**config.mk**
```make
export PLATFORM = sky130hd
export DESIGN_NAME = mvs_top
export DESIGN_NICKNAME = d
export VERILOG_FILES = /design/src/rtl/mvs_pkg.sv /design/src/rtl/mvs_scan.sv /design/src/rtl/mvs_hold.sv /design/src/rtl/mvs_top.sv
export SDC_FILE = /design/constraint.sdc
export NUM_CORES = 1
export LEC_CHECK = 0
export ABC_AREA = 1
export BUFFER_PORTS_ARGS = -buffer_cell sky130_fd_sc_hd__buf_2
export CAP_MARGIN = 10
export CORE_MARGIN = 5
export CORE_UTILIZATION = 55
export CTS_BUF_LIST = sky130_fd_sc_hd__clkbuf_4 sky130_fd_sc_hd__clkbuf_8
export DETAILED_ROUTE_END_ITERATION = 10
export PLACE_DENSITY_LB_ADDON = 0.12
export SKIP_LAST_GASP = 1
export SLEW_MARGIN = 25
export SYNTH_ARGS = -nofsm -noshare
export SYNTH_HDL_FRONTEND = slang
export SYNTH_SLANG_ARGS = --single-unit
```
**constraint.sdc**
```tcl
create_clock -name clk -period 2.4 [get_ports clk]
set_clock_uncertainty 0.15 [all_clocks]
set_input_delay 0.36 -clock clk [delete_from_list [all_inputs] [get_ports clk]]
set_output_delay 0.36 -clock clk [all_outputs]
set_load 0.1 [all_outputs]
```
**src/rtl/mvs_pkg.sv**
```systemverilog
package mvs_pkg;
    localparam int unsigned MVS_RANGE  = 16;
    localparam int unsigned MVS_LANES  = 4;
    localparam int unsigned MVS_COST_W = 9;
endpackage

```
**src/rtl/mvs_scan.sv**
```systemverilog
module mvs_scan #(
    parameter int unsigned RANGE = 16,
    parameter int unsigned IDX_W = 6,
    parameter int unsigned MV_W  = 6
) (
    input  logic            clk,
    input  logic            rst_n,
    input  logic            in_valid,
    input  logic            in_first,
    output logic            accept,
    output logic            last_acc,
    output logic [MV_W-1:0] cur_x,
    output logic [MV_W-1:0] cur_y,
    output logic            busy
);
    localparam int unsigned SIDE = 2 * RANGE + 1;
    localparam logic [IDX_W-1:0] LAST_IDX = IDX_W'(SIDE - 1);

    typedef struct packed {
        logic             active;
        logic [IDX_W-1:0] col;
        logic [IDX_W-1:0] row;
    } scan_t;

    scan_t s_d, s_q;
    logic [IDX_W-1:0] col_now, row_now;

    always_comb begin
        col_now  = in_first ? '0 : s_q.col;
        row_now  = in_first ? '0 : s_q.row;
        accept   = in_valid && (in_first || s_q.active);
        last_acc = accept && (col_now == LAST_IDX) && (row_now == LAST_IDX);
        cur_x    = MV_W'(col_now) - MV_W'(RANGE);
        cur_y    = MV_W'(row_now) - MV_W'(RANGE);
        busy     = s_q.active;
        s_d      = s_q;
        if (accept) begin
            s_d.active = 1'b1;
            s_d.col    = col_now;
            if (row_now == LAST_IDX) begin
                s_d.row = '0;
                if (col_now == LAST_IDX) begin
                    s_d.active = 1'b0;
                    s_d.col    = '0;
                end else begin
                    s_d.col = col_now + 1'b1;
                end
            end else begin
                s_d.row = row_now + 1'b1;
            end
        end
    end

    always_ff @(posedge clk or negedge rst_n) begin
        if (!rst_n) s_q <= '0;
        else        s_q <= s_d;
    end

    AST_ROW_IN_WINDOW: assert property (@(posedge clk) disable iff (!rst_n)
        s_q.row <= LAST_IDX && s_q.col <= LAST_IDX);
    AST_FIRST_ADVANCES: assert property (@(posedge clk) disable iff (!rst_n)
        (in_valid && in_first) |=> (s_q.active && s_q.row == IDX_W'(1) && s_q.col == '0));
    AST_IDLE_HOLDS: assert property (@(posedge clk) disable iff (!rst_n)
        (!s_q.active && !(in_valid && in_first)) |=> !s_q.active);
endmodule

```
**src/rtl/mvs_hold.sv**
```systemverilog
module mvs_hold #(
    parameter int unsigned COST_W = 9,
    parameter int unsigned MV_W   = 6
) (
    input  logic              clk,
    input  logic              rst_n,
    input  logic              accept,
    input  logic              first,
    input  logic [COST_W-1:0] cost,
    input  logic [MV_W-1:0]   mv_x,
    input  logic [MV_W-1:0]   mv_y,
    output logic [COST_W-1:0] best_cost,
    output logic [MV_W-1:0]   best_x,
    output logic [MV_W-1:0]   best_y
);
    typedef struct packed {
        logic [COST_W-1:0] cost;
        logic [MV_W-1:0]   x;
        logic [MV_W-1:0]   y;
    } best_t;

    best_t b_d, b_q;

    always_comb begin
        b_d = b_q;
        if (accept && (first || cost < b_q.cost)) begin
            b_d.cost = cost;
            b_d.x    = mv_x;
            b_d.y    = mv_y;
        end
    end

    always_ff @(posedge clk or negedge rst_n) begin
        if (!rst_n) b_q <= '{cost: '1, x: '0, y: '0};
        else        b_q <= b_d;
    end

    assign best_cost = b_q.cost;
    assign best_x    = b_q.x;
    assign best_y    = b_q.y;

    AST_START_LOADS: assert property (@(posedge clk) disable iff (!rst_n)
        (accept && first) |=> (best_cost == $past(cost)));
    AST_NEVER_RISES: assert property (@(posedge clk) disable iff (!rst_n)
        (accept && !first) |=> (best_cost <= $past(best_cost)));
    AST_HOLD_IDLE: assert property (@(posedge clk) disable iff (!rst_n)
        !accept |=> ($stable(best_cost) && $stable(best_x) && $stable(best_y)));
endmodule

```
**src/rtl/mvs_top.sv**
```systemverilog
module mvs_top
    import mvs_pkg::*;
#(
    parameter int unsigned RANGE  = MVS_RANGE,
    parameter int unsigned LANES  = MVS_LANES,
    parameter int unsigned COST_W = MVS_COST_W,
    parameter int unsigned MV_W   = $clog2(RANGE) + 2
) (
    input  logic                    clk,
    input  logic                    rst_n,
    input  logic                    in_valid,
    input  logic                    in_first,
    input  logic [LANES*COST_W-1:0] in_cost,
    output logic [LANES*MV_W-1:0]   best_mv_x,
    output logic [LANES*MV_W-1:0]   best_mv_y,
    output logic [LANES*COST_W-1:0] best_cost,
    output logic                    done,
    output logic                    busy
);
    localparam int unsigned SIDE  = 2 * RANGE + 1;
    localparam int unsigned IDX_W = $clog2(SIDE);

    logic            accept, last_acc;
    logic [MV_W-1:0] cur_x, cur_y;
    logic            done_d, done_q;

    mvs_scan #(.RANGE(RANGE), .IDX_W(IDX_W), .MV_W(MV_W)) u_scan (
        .clk(clk), .rst_n(rst_n), .in_valid(in_valid), .in_first(in_first),
        .accept(accept), .last_acc(last_acc), .cur_x(cur_x), .cur_y(cur_y),
        .busy(busy)
    );

    for (genvar k = 0; k < LANES; k++) begin : g_lane
        mvs_hold #(.COST_W(COST_W), .MV_W(MV_W)) u_hold (
            .clk(clk), .rst_n(rst_n), .accept(accept), .first(in_first),
            .cost(in_cost[k*COST_W +: COST_W]), .mv_x(cur_x), .mv_y(cur_y),
            .best_cost(best_cost[k*COST_W +: COST_W]),
            .best_x(best_mv_x[k*MV_W +: MV_W]),
            .best_y(best_mv_y[k*MV_W +: MV_W])
        );
    end

    always_comb done_d = last_acc;

    always_ff @(posedge clk or negedge rst_n) begin
        if (!rst_n) done_q <= 1'b0;
        else        done_q <= done_d;
    end

    assign done = done_q;

    AST_DONE_ONE_CYCLE: assert property (@(posedge clk) disable iff (!rst_n)
        done |=> !done);
    AST_DONE_NOT_BUSY: assert property (@(posedge clk) disable iff (!rst_n)
        done |-> !busy);
endmodule

```
==> load_flow_metrics.sql <==
INSERT INTO impl_metrics (metric_group, metric, value, unit) VALUES
('synth', 'number_of_instances_in_the_synthesized_netlist', '653', ''),
('power', 'power.ir.vdd_worst', '0.451', 'mV'),
('synth', 'postSynthNetCount', '731', ''),
('worst_setup_path', 'start_kind', 'flop', ''),
('route', 'routed-via-count', '4677', ''),
('route', 'viasPerCell', '5.07', ''),
('clocking', 'clock_tree.buffer_depth', '2', ''),
('synth', 'syn_avg_cell_area', '7.98', 'um2'),
('route', 'violation_count_after_the_first_detailed_route_iteration', '209', ''),
('route', 'wl_per_cell', '14.2', 'um'),
('timing', 'timing.max_slew.rel_slack', '0.666', ''),
('final_layout', 'commonest_cells_after_routing_fill_and_taps_aside', 'nand2_1, buf_2, nand3_1', ''),
('timing', 'timing_worst_slew_pin_value', '0.505', 'ns'),
('route', 'postRouteAntennaNets', '0', ''),
('global_routing', 'grt_usage', '0.231', ''),
('power', 'report.power.total', '6.23', 'mW'),
('synth', 'syn-cell-area', '5210', 'um2'),
('synth', 'seq_area_frac_synth', '0.479', ''),
('timing', 'hold_viol', '0', ''),
('final_layout', 'post_route_cells_drive_above_1_share', '0.267', ''),
('synth', 'synthDominantCellAreaShare', '0.298', ''),
('hold_path', 'timing.hold.worst_path_depth', '3', ''),
('global_routing', 'grt_first_pass_wirelength', '21.3', 'mm'),
('clocking', 'cts.reportedPaths.clkPinSlew', '0.10', 'ns'),
('timing', 'grt_setup_unrepaired', 'false', ''),
('synth', 'synthTopCellsByArea', 'dfrtp_1, nand2_1, dfstp_2, nand3_1, ha_1', ''),
('die', 'ioPinCount', '126', ''),
('power', 'leak_pwr', '3.64', 'nW'),
('timing', 'tns', '0', 'ns'),
('clocking', 'cts_root_buffer', 'clkbuf_8', ''),
('clocking', 'numCtsBuffers', '9', ''),
('synth', 'yosys.cell_types.count', '29', ''),
('global_routing', 'grt_pass1_vias', '4460', ''),
('global_routing', 'grt-ovfl-total', '0', ''),
('timing', 'finalMaxSlewViolations', '0', ''),
('outcome', 'status', 'completed', ''),
('global_routing', 'grt_max_degree', '51', ''),
('synth', 'yosysWarningCount', '0', ''),
('final_layout', 'antenna_cells', '0', ''),
('final_layout', 'fin_nets', '866', ''),
('run', 'timing.max_cap.violations', '0', ''),
('die', 'die_h', '107', 'um'),
('die', 'full_die_area', '11500', 'um2'),
('placement', 'gp_routability_congestion', '0.812', ''),
('clocking', 'htree_num_levels', '3', ''),
('route', 'postRouteWirelength', '13.1', 'mm'),
('worst_setup_path', 'critical_path.endpoint_type', 'flop', ''),
('hold_path', 'hold_class', 'in2reg', ''),
('placement', 'buffer_ports.inserted', '125', ''),
('worst_setup_path', 'criticalPathCategory', 'reg2reg', ''),
('power', 'powerDensity', '994', 'nW/um2'),
('synth', 'ys_seq_elements', '98', ''),
('worst_setup_path', 'critPathArrivalTime', '2.26', 'ns'),
('timing', 'report.final.setup_viol', '0', ''),
('worst_setup_path', 'critPathMaxFanout', '11', ''),
('synth', 'synth_area_leader_cell', 'dfrtp_1', ''),
('global_routing', 'grt_antenna_before_repair', '0', ''),
('clocking', 'cts.sinks', '98', ''),
('final_layout', 'layout_area_growth_over_synthesis', '20.3', '%'),
('route', 'drt_pre_antenna_iters', '5', ''),
('die', 'dieWidth', '107', 'um'),
('timing', 'top_achievable_clock_speed', '468', 'MHz'),
('die', 'fp.coreArea', '9240', 'um2'),
('die', 'initial_utilization', '0.564', ''),
('die', 'rows', '35', ''),
('timing', 'layout_min_cycle_time', '2.14', 'ns'),
('worst_setup_path', 'number_of_cells_on_the_worst_reg_to_reg_path', '11', ''),
('timing', 'final.period_utilization', '0.891', ''),
('worst_setup_path', 'setup.reg_to_reg.worst_slack', '0.26', 'ns'),
('route', 'drt_drc_violations_left', '0', ''),
('clocking', 'cts_tree', 'yes', ''),
('final_layout', 'most_frequent_standard_cell_in_the_layout_excluding_fill_and_tap_cells', 'nand2_1', ''),
('placement', 'detailedPlacementHpwl', '9.67', 'mm'),
('worst_setup_path', 'worstPathRequired', '2.52', 'ns'),
('clocking', 'insertion_delay', '0.37', 'ns');
==> what timing repair did <==
| item | CTS | global route |
|---|---|---|
| buffers inserted | 0 | 0 |
| endpoints found under the hold margin | 12 | 0 |
| resized for setup | 0 | 0 |
| hold buffers | 1 | 0 |
==> per-stage QoR <==
step                      cells  setup slack (ns)  hold WS [ns]   util  instance area [um2]
after floorplan             653             0.119       -0.0856      -                 5210
after global placement      905             0.231         0.131  0.654                 6050
after detailed placement    905             0.202         0.136  0.654                 6050
after CTS                   922             0.252        0.0424  0.678                 6270
after global routing        922            0.0679        0.0441  0.678                 6270
final                       922             0.262        0.0552  0.678                 6270
==> final timing paths <==
kind | start | endpoint
worst max-delay path | g_lane[0].u_hold.best_cost[8] | g_lane[0].u_hold.best_y[5]
worst min-delay path | in_cost[3] | g_lane[0].u_hold.best_cost[3]
worst max register to register | g_lane[0].u_hold.best_cost[8] | g_lane[0].u_hold.best_y[5]
worst min register to register | g_lane[2].u_hold.best_cost[6] | g_lane[2].u_hold.best_cost[6]
max in group asynchronous | rst_n | g_lane[2].u_hold.best_cost[4]
min in group asynchronous | rst_n | g_lane[1].u_hold.best_x[5]
==> layer usage <==
metal  vias up  global-route usage  share of wire
met5         -                   0              0
met4         0              0.0884          0.022
met3        24              0.0396          0.057
met2       132               0.369           0.47
met1      2199               0.316           0.45
li1       2322                   -              -
==> power breakdown <==
part | total, mW | switching (mW) | internal, mW
logic | 2.96 | 2.43 | 0.528
clock network | 1.13 | 0.584 | 0.543
registers | 2.15 | 0.164 | 1.99
==> sequential cells by signal (all words and copies together) (netlist names) <==
| name | cells |
|---|---|
| g_lane.u_hold.best_cost | 36 |
| g_lane.u_hold.best_x | 24 |
| g_lane.u_hold.best_y | 24 |
| u_scan.s_q | 12 |
| done | 1 |
| u_scan.busy | 1 |
==> Yosys cell counts <==
master / n
nor3_1: 2
clkbuf_1: 3
nor3_2: 1
nand3_4: 1
nand2_1: 256
nor2_1: 18
buf_2: 18
inv_4: 1
nand2_4: 1
nand2_2: 1
inv_2: 1
a21oi_1: 8
nor2_2: 1
inv_1: 74
dfrtp_1: 62
o21a_1: 1
ha_1: 38
nand3b_1: 1
nand4_1: 3
buf_4: 4
xor2_1: 3
o21ai_1: 4
dfstp_2: 36
o21ai_0: 6
o211ai_1: 2
buf_6: 4
a21o_1: 1
nand3_1: 101
o22ai_1: 1
==> cell families after synthesis <==
group | after synthesis | share of synthesized area
buffers and inverters | 105 | 0.0891
AO/OA/AOI/OAI | 23 | 0.0243
flip-flops | 98 | 0.479
AND/OR/NAND/NOR | 386 | 0.311
adder cells (fa/ha/maj) | 38 | 0.0912
XOR/XNOR | 3 | 0.00504
==> area by class of cell <==
class                   count  area, um2
fillers                   775       2970
well taps                 129        161
flip-flops and latches     98       2500
multi-input cells         450       2260
clock buffers              11        151
inverters                  76        288
repair buffers            153        853
clock inverters             5       60.1
==> worst max-delay path: stages, from the launching register on <==
cell and delay [ns]:
dfstp_2 0.56, inv_1 0.04, ha_1 0.27, nand2_1 0.09
inv_1 0.04, a21oi_1 0.14, nand3_1 0.09, nand2_1 0.22
nand2_1 0.12, buf_4 0.20, nand2_1 0.07, nand2_1 0.05
(Power assumes the default switching activity.)
